File: src/rtl/lw_sram_pkg.sv
package lw_sram_pkg;

  typedef enum logic [1:0] {
    OP_IDLE  = 2'd0,
    OP_READ  = 2'd1,
    OP_WRITE = 2'd2
  } op_e;

  // low two address bits of a burst beat
  function automatic logic [1:0] beat_lo(input logic [1:0] base,
                                         input logic [1:0] beat,
                                         input logic       linear);
    logic [1:0] sum;
    sum = base + beat;
    return linear ? sum : (base ^ beat);
  endfunction

endpackage

File: src/rtl/lw_sram_cmd.sv
module lw_sram_cmd
  import lw_sram_pkg::*;
#(
  parameter int ADDR_W    = 6,
  parameter int NUM_BYTES = 2
) (
  input  logic                 clk_i,
  input  logic                 rst_ni,
  input  logic                 step_i,
  input  logic                 asleep_i,
  input  logic                 adv_i,
  input  logic                 we_i,
  input  logic                 sel_i,
  input  logic [NUM_BYTES-1:0] be_i,
  input  logic [ADDR_W-1:0]    addr_i,
  input  logic                 linear_i,
  output op_e                  op_o,
  output logic [ADDR_W-1:0]    addr_o,
  output logic [NUM_BYTES-1:0] be_o
);

  op_e                  op_q;
  logic [ADDR_W-1:0]    base_q;
  logic [1:0]           cnt_q;
  logic [NUM_BYTES-1:0] be_q;

  always_ff @(posedge clk_i or negedge rst_ni) begin
    if (!rst_ni) begin
      op_q   <= OP_IDLE;
      base_q <= '0;
      cnt_q  <= '0;
      be_q   <= '0;
    end else if (step_i) begin
      if (!adv_i) begin
        if (sel_i && !asleep_i) begin
          op_q   <= we_i ? OP_WRITE : OP_READ;
          base_q <= addr_i;
          cnt_q  <= '0;
          be_q   <= be_i;
        end else begin
          op_q <= OP_IDLE;
        end
      end else if (op_q != OP_IDLE && !asleep_i) begin
        cnt_q <= cnt_q + 2'd1;
        be_q  <= be_i;
      end else begin
        op_q <= OP_IDLE;
      end
    end
  end

  assign op_o   = op_q;
  assign addr_o = {base_q[ADDR_W-1:2], beat_lo(base_q[1:0], cnt_q, linear_i)};
  assign be_o   = be_q;

  assert_burst_step_R7: assert property (@(posedge clk_i) disable iff (!rst_ni)
    (step_i && adv_i && op_q != OP_IDLE && !asleep_i) |=>
      (cnt_q == $past(cnt_q) + 2'd1 && op_q == $past(op_q) && base_q == $past(base_q)));

  assert_deselect_idle_R8: assert property (@(posedge clk_i) disable iff (!rst_ni)
    (step_i && !adv_i && !sel_i) |=> (op_q == OP_IDLE));

  assert_hold_on_stall_R9: assert property (@(posedge clk_i) disable iff (!rst_ni)
    !step_i |=> ($stable(op_q) && $stable(cnt_q) && $stable(base_q) && $stable(be_q)));

  assert_sleep_blocks_R10: assert property (@(posedge clk_i) disable iff (!rst_ni)
    (step_i && asleep_i) |=> (op_q == OP_IDLE));

endmodule

File: src/rtl/lw_sram_array.sv
module lw_sram_array #(
  parameter int ADDR_W    = 6,
  parameter int NUM_BYTES = 2,
  parameter int BYTE_W    = 9
) (
  input  logic                        clk_i,
  input  logic                        we_i,
  input  logic [ADDR_W-1:0]           waddr_i,
  input  logic [NUM_BYTES-1:0]        wbe_i,
  input  logic [NUM_BYTES*BYTE_W-1:0] wdata_i,
  input  logic [ADDR_W-1:0]           raddr_i,
  output logic [NUM_BYTES*BYTE_W-1:0] rdata_o
);

  localparam int DEPTH = 1 << ADDR_W;

  for (genvar b = 0; b < NUM_BYTES; b++) begin : g_lane
    logic [BYTE_W-1:0] bank [DEPTH];

    always_ff @(posedge clk_i) begin
      if (we_i && wbe_i[b]) bank[waddr_i] <= wdata_i[b*BYTE_W +: BYTE_W];
    end

    assign rdata_o[b*BYTE_W +: BYTE_W] = bank[raddr_i];
  end

endmodule

File: src/rtl/lw_sram_rdpath.sv
module lw_sram_rdpath #(
  parameter int ADDR_W    = 6,
  parameter int NUM_BYTES = 2,
  parameter int BYTE_W    = 9
) (
  input  logic                        clk_i,
  input  logic                        rst_ni,
  input  logic                        step_i,
  input  logic                        flow_i,
  input  logic                        rd_op_i,
  input  logic [ADDR_W-1:0]           rd_addr_i,
  input  logic [NUM_BYTES*BYTE_W-1:0] arr_data_i,
  input  logic                        wr_fire_i,
  input  logic [ADDR_W-1:0]           wr_addr_i,
  input  logic [NUM_BYTES-1:0]        wr_be_i,
  input  logic [NUM_BYTES*BYTE_W-1:0] wr_data_i,
  output logic                        valid_o,
  output logic [NUM_BYTES*BYTE_W-1:0] data_o
);

  localparam int DATA_W = NUM_BYTES * BYTE_W;

  logic              hit;
  logic [DATA_W-1:0] merged;
  logic              q_valid;
  logic [DATA_W-1:0] q_data;

  // write landing on this edge to the word being read: forward it
  assign hit = wr_fire_i && (wr_addr_i == rd_addr_i);

  for (genvar b = 0; b < NUM_BYTES; b++) begin : g_merge
    assign merged[b*BYTE_W +: BYTE_W] = (hit && wr_be_i[b]) ?
        wr_data_i[b*BYTE_W +: BYTE_W] : arr_data_i[b*BYTE_W +: BYTE_W];
  end

  always_ff @(posedge clk_i or negedge rst_ni) begin
    if (!rst_ni) begin
      q_valid <= 1'b0;
      q_data  <= '0;
    end else if (step_i) begin
      q_valid <= rd_op_i;
      if (rd_op_i) q_data <= merged;
    end
  end

  assign valid_o = flow_i ? rd_op_i    : q_valid;
  assign data_o  = flow_i ? arr_data_i : q_data;

  assert_bypass_lane0_R5: assert property (@(posedge clk_i) disable iff (!rst_ni)
    (step_i && !flow_i && rd_op_i && wr_fire_i && wr_addr_i == rd_addr_i && wr_be_i[0]) |=>
      (q_data[BYTE_W-1:0] == $past(wr_data_i[BYTE_W-1:0])));

  assert_pipe_latency_R2: assert property (@(posedge clk_i) disable iff (!rst_ni)
    (step_i && !flow_i && !rd_op_i) |=> !q_valid);

endmodule

File: src/rtl/lw_sram.sv
module lw_sram
  import lw_sram_pkg::*;
#(
  parameter int ADDR_W    = 6,
  parameter int NUM_BYTES = 2,
  parameter int BYTE_W    = 9,
  localparam int DATA_W   = NUM_BYTES * BYTE_W
) (
  input  logic                 clk_i,
  input  logic                 rst_ni,
  input  logic                 clk_en_i,
  input  logic [2:0]           chip_sel_i,
  input  logic                 adv_i,
  input  logic                 we_i,
  input  logic [NUM_BYTES-1:0] byte_we_i,
  input  logic [ADDR_W-1:0]    addr_i,
  input  logic [DATA_W-1:0]    din_i,
  input  logic                 flow_i,
  input  logic                 lin_burst_i,
  input  logic                 sleep_i,
  input  logic                 oe_i,
  output logic [DATA_W-1:0]    dout_o,
  output logic                 dq_drive_o
);

  logic [1:0]           slp_q;
  logic                 asleep;
  op_e                  c1_op;
  logic [ADDR_W-1:0]    c1_addr;
  logic [NUM_BYTES-1:0] c1_be;
  op_e                  c2_op_q;
  logic [ADDR_W-1:0]    c2_addr_q;
  logic [NUM_BYTES-1:0] c2_be_q;
  logic                 wr_fire;
  logic [ADDR_W-1:0]    wr_addr;
  logic [NUM_BYTES-1:0] wr_be;
  logic [DATA_W-1:0]    arr_rdata;
  logic                 rd_valid;
  logic [DATA_W-1:0]    rd_data;

  always_ff @(posedge clk_i or negedge rst_ni) begin
    if (!rst_ni)       slp_q <= '0;
    else if (clk_en_i) slp_q <= {slp_q[0], sleep_i};
  end
  assign asleep = slp_q[1];

  lw_sram_cmd #(.ADDR_W(ADDR_W), .NUM_BYTES(NUM_BYTES)) u_cmd (
    .clk_i    (clk_i),
    .rst_ni   (rst_ni),
    .step_i   (clk_en_i),
    .asleep_i (asleep),
    .adv_i    (adv_i),
    .we_i     (we_i),
    .sel_i    (&chip_sel_i),
    .be_i     (byte_we_i),
    .addr_i   (addr_i),
    .linear_i (lin_burst_i),
    .op_o     (c1_op),
    .addr_o   (c1_addr),
    .be_o     (c1_be)
  );

  // second command stage: pipelined writes wait here for their data
  always_ff @(posedge clk_i or negedge rst_ni) begin
    if (!rst_ni) begin
      c2_op_q   <= OP_IDLE;
      c2_addr_q <= '0;
      c2_be_q   <= '0;
    end else if (clk_en_i) begin
      c2_op_q   <= c1_op;
      c2_addr_q <= c1_addr;
      c2_be_q   <= c1_be;
    end
  end

  assign wr_fire = clk_en_i && (flow_i ? (c1_op == OP_WRITE) : (c2_op_q == OP_WRITE));
  assign wr_addr = flow_i ? c1_addr : c2_addr_q;
  assign wr_be   = flow_i ? c1_be   : c2_be_q;

  lw_sram_array #(.ADDR_W(ADDR_W), .NUM_BYTES(NUM_BYTES), .BYTE_W(BYTE_W)) u_array (
    .clk_i   (clk_i),
    .we_i    (wr_fire),
    .waddr_i (wr_addr),
    .wbe_i   (wr_be),
    .wdata_i (din_i),
    .raddr_i (c1_addr),
    .rdata_o (arr_rdata)
  );

  lw_sram_rdpath #(.ADDR_W(ADDR_W), .NUM_BYTES(NUM_BYTES), .BYTE_W(BYTE_W)) u_rdpath (
    .clk_i      (clk_i),
    .rst_ni     (rst_ni),
    .step_i     (clk_en_i),
    .flow_i     (flow_i),
    .rd_op_i    (c1_op == OP_READ),
    .rd_addr_i  (c1_addr),
    .arr_data_i (arr_rdata),
    .wr_fire_i  (wr_fire),
    .wr_addr_i  (wr_addr),
    .wr_be_i    (wr_be),
    .wr_data_i  (din_i),
    .valid_o    (rd_valid),
    .data_o     (rd_data)
  );

  assign dq_drive_o = rd_valid && oe_i && !asleep;
  assign dout_o     = dq_drive_o ? rd_data : '0;

  assert_oe_release_R11: assert property (@(posedge clk_i) disable iff (!rst_ni)
    !oe_i |-> (!dq_drive_o && dout_o == '0));

  assert_quiet_asleep_R10: assert property (@(posedge clk_i) disable iff (!rst_ni)
    (clk_en_i && slp_q[0]) |=> !dq_drive_o);

  assert_stage2_hold_R9: assert property (@(posedge clk_i) disable iff (!rst_ni)
    !clk_en_i |=> ($stable(c2_op_q) && $stable(c2_addr_q) && $stable(dout_o) && $stable(slp_q)));

  assert_zero_when_idle_R12: assert property (@(posedge clk_i) disable iff (!rst_ni)
    !dq_drive_o |-> (dout_o == '0));

endmodule

File: config.mk
export PLATFORM = sky130hd
export DESIGN_NAME = lw_sram
export DESIGN_NICKNAME = d
export VERILOG_FILES = /design/src/rtl/lw_sram_pkg.sv /design/src/rtl/lw_sram_cmd.sv /design/src/rtl/lw_sram_array.sv /design/src/rtl/lw_sram_rdpath.sv /design/src/rtl/lw_sram.sv
export SDC_FILE = /design/constraint.sdc
export NUM_CORES = 2
export LEC_CHECK = 0
export BUFFER_PORTS_ARGS = -buffer_cell sky130_fd_sc_hd__clkbuf_2
export CAP_MARGIN = 20
export CORE_AREA = 2 2 391 296
export CTS_CLUSTER_SIZE = 16
export DETAILED_ROUTE_END_ITERATION = 12
export DIE_AREA = 0 0 393 298
export GPL_TIMING_DRIVEN = 0
export HOLD_SLACK_MARGIN = 0.15
export PLACE_DENSITY_LB_ADDON = 0.2
export SLEW_MARGIN = 20
export SYNTH_ARGS = -nofsm -noshare
export SYNTH_HDL_FRONTEND = slang
export SYNTH_HIERARCHICAL = 1
export SYNTH_SLANG_ARGS = --single-unit
export TNS_END_PERCENT = 5
File: constraint.sdc
create_clock -name clk_i -period 3.95 [get_ports clk_i]
set_input_delay 0.1975 -clock clk_i [delete_from_list [all_inputs] [get_ports clk_i]]
set_output_delay 0.1975 -clock clk_i [all_outputs]
set_load 0.005 [all_outputs]
==> out/results.ini <==
[grt]
antenna_found_initial=0
grt_overflow=0
grt_max_degree=66
grt_pass1_vias=24253
track_usage_pct=23.1
grt_pass1_wl_mm=188

[job]
maxCapViolations=0

[timing]
slew_headroom_pct=8.32
grt_setup_unrepaired=yes
hold_viol=0
slew_viol_final=0
layout_setup_ws_ns=-0.529
worst_pin_slew_ns=1.38
fmax_ghz=0.223
tns_ns=-71.12
finalCritPeriodShare_pct=113
worst_hold_slack_ns=0.209
skew_ns=0.0328
period_needed_ns=4.48
setup_viol=332

[critical_path]
worstPathRequired_ns=4.28
cp.arrival_ns=4.81
crit_chain=xor2_2 > xnor2_4 > buf_4 > mux2_2 > clkbuf_1 > nand3b_1 > buf_8 > inv_1 > nand2_1 > nor2_2
reg2reg_depth=10
r2r_end=u_array/g_lane[1].bank[54][5]
path_delay_family=simple AND/OR/NAND/NOR gates
crit_cells=10
critPathMaxStageDelay_ns=0.87
critical_path.startpoint_type=register
end_kind=register
path_class=reg -> reg
regToRegSetupSlack_ns=-0.53
worst-path-buf-inv=4
cpMaxStageDelayCell=nor2_2
critPathMaxFanout=9
regToRegStartpoint=u_cmd/cnt_q[1]

[synth]
async_flop_share_pct=3.60
synth_cell_type_count=58
ys_seq_area_share_pct=75.3
synthMuxAreaShare_pct=17.0
synth.avg_cell_area_um2=21.1
synth_area_um2=47400
netlist_instances=2242
ys_seq_elements=1195
synth_edf_count=1152
synth_xor_area_share_pct=0.164
yosys_warnings=6
synth_flop_cell=edfxtp_1
yosys.area_share.adder_pct=0.0264
synth-simple-area-share_pct=2.95
synth_compound_area_share_pct=2.80
synth_nets=2281
synth_top_family_by_area=multiplexers

[route]
antenna_left=0
firstDrtPassIters=6
finalWirelength_mm=135
via_per_inst=6.08
avgRoutedWirePerCell_um=32.7
drtIter0Drc=3006
route.vias.total=25090
drc=0

[finish]
final_common_cell=edfxtp_1
utilization_pct=49.3
nets=2537
layout_common_cells=edfxtp_1, mux4_2, clkbuf_16, nor2_1
area.growth.synth_to_final_pct=17.7
drive_gt1_share_pct=34.8

[clocking]
cts_sinks=1195
clkLatencyLatePin_ns=0.73
htree_levels=3
clockBufferDepth=3
cts_root_buf=clkbuf_16
clkTransAtPathRegs_ns=0.07
cts_tree=done
cts_made_buffers=113

[hold_path]
hp-class=in -> reg
worstHoldEndpoint=u_cmd/cnt_q[0]
worstHoldPathCells=5
min-delay-start=chip_sel_i[1]

[floorplanning]
die_w_um=393
die_area_um2=117000
placementRows=107
coreArea_um2=113000
io_pins=57
dieHeight_um=298
initial_core_util_pct=41.9

[placed_design]
dp_hpwl_mm=90.7
post-place-ws_ns=-1.10
place_congestion=0.871
port_buffers=55

[outcome]
status=finished with violations
violations=setup timing

[power]
cellLeakagePower_nw=17.6
p_total_w=0.0389
peakVddDrop_mv=0.427
power.density_nw_per_um2=697

power by group:
part / switching (W) / total (W) / internal, W
clock network: 0.00475 / 0.0109 / 0.00612
registers: 0.000103 / 0.0142 / 0.0140
logic: 0.00774 / 0.0138 / 0.00609
worst max path at each step:
stage	endpoint	slack, ns	start
2_1_floorplan	dout_o[2]	0.82	u_cmd/cnt_q[1]
3_3_place_gp	dout_o[4]	-1.10	u_cmd/cnt_q[1]
3_5_place_dp	dout_o[5]	-1.10	u_cmd/cnt_q[1]
4_1_cts	u_array/g_lane[1].bank[21][2]	-0.47	u_cmd/base_q[1]
5_1_grt	dout_o[11]	-0.54	u_cmd/cnt_q[1]
6_report	u_array/g_lane[1].bank[54][5]	-0.53	u_cmd/cnt_q[1]
cell families (layout without fill, tap and decap cells):
group           count (synthesis)  after routing
flops                        1195           1195
mux                           417            417
simple gates                  288            288
compound gates                183            183
buf+inv                       150            505
xor+xnor                        8              8
fa+ha+maj                       1              1
other cells                     0              1
area by class of cell:
cell class | count | area (µm²)
fillers | 9053 | 57400
flip-flops and latches | 1195 | 35700
multi-input cells | 897 | 11900
clock buffers | 137 | 2920
well taps | 1526 | 1910
repair buffers | 141 | 1360
plain buffers | 131 | 1200
clock inverters | 77 | 753
inverters | 19 | 101
diodes | 1 | 2.50
flip-flops by register name, summed over array words and instances, names as in the netlist:
register,flops
c2_addr_q,6
c2_be_q,2
c2_op_q,2
slp_q,2
u_array/g_lane.bank,1152
u_cmd/base_q,6
u_cmd/be_o,2
u_cmd/cnt_q,2
u_cmd/op_o,2
u_rdpath/q_data,18
u_rdpath/q_valid,1
synth_stat cells, types with 3 or more instances:
| library cell | instances | area share, % |
|---|---|---|
| nand3_1 | 10 | 0.11 |
| nand3b_1 | 11 | 0.17 |
| and3_2 | 8 | 0.13 |
| o221ai_1 | 18 | 0.33 |
| o31ai_2 | 11 | 0.29 |
| and2_4 | 9 | 0.17 |
| edfxtp_1 | 1152 | 73 |
| a211oi_1 | 17 | 0.27 |
| buf_6 | 11 | 0.26 |
| mux4_2 | 305 | 15 |
| buf_4 | 23 | 0.36 |
| nor2_1 | 158 | 1.3 |
| o22ai_1 | 6 | 0.079 |
| nand2_1 | 30 | 0.24 |
| inv_1 | 15 | 0.12 |
| or3b_2 | 4 | 0.074 |
| mux2_1 | 21 | 0.50 |
| clkbuf_1 | 45 | 0.36 |
| o21ai_1 | 14 | 0.15 |
| buf_1 | 11 | 0.087 |
| mux2i_1 | 64 | 1.4 |
| buf_2 | 39 | 0.41 |
| dfrtp_1 | 43 | 2.3 |
| mux2_2 | 27 | 0.64 |
| xnor2_1 | 4 | 0.074 |
| and3_1 | 11 | 0.15 |
| and2_1 | 14 | 0.18 |
| nor2b_1 | 15 | 0.20 |
| xor2_1 | 3 | 0.055 |
| a221oi_1 | 14 | 0.26 |
| a22oi_1 | 17 | 0.27 |
| a31oi_1 | 23 | 0.30 |
| o31ai_1 | 22 | 0.35 |
| o21ai_0 | 14 | 0.15 |
| a21oi_1 | 23 | 0.24 |
| nor3_1 | 4 | 0.042 |
worst min-delay path: cells and delay by family:
| kind | cells | cell delay (ns) |
|---|---|---|
| simple gates | 2 | 0.34 |
| mux | 1 | 0.19 |
| buf+inv | 1 | 0.07 |
| compound gates | 1 | 0.07 |
metrics by stage:
stage                     instances  instance area, µm²
after detailed placement       3838               49900
after floorplan                2242               47400
after CTS                      4113               55600
after global placement         3823               49600
after global routing           4123               55800
final                          4124               55800
layer usage:
metal / global-route usage [%] / wire (µm) / part of all wire [%]
met2: 31.3 / 56300 / 42
met3: 6.16 / 15400 / 11
met4: 6.49 / 3830 / 2.8
met5: 0 / 0 / 0
met1: 36.5 / 59500 / 44
repair_timing:
item	4_1_cts	5_1_grt
hold endpoints to repair	469	107
cloned	5	0
resized for setup	332	32
setup endpoints to repair	610	519
pin swaps	17	9
hold buffers	35	2
setup buffers	21	4
(Power assumes the default switching activity.)
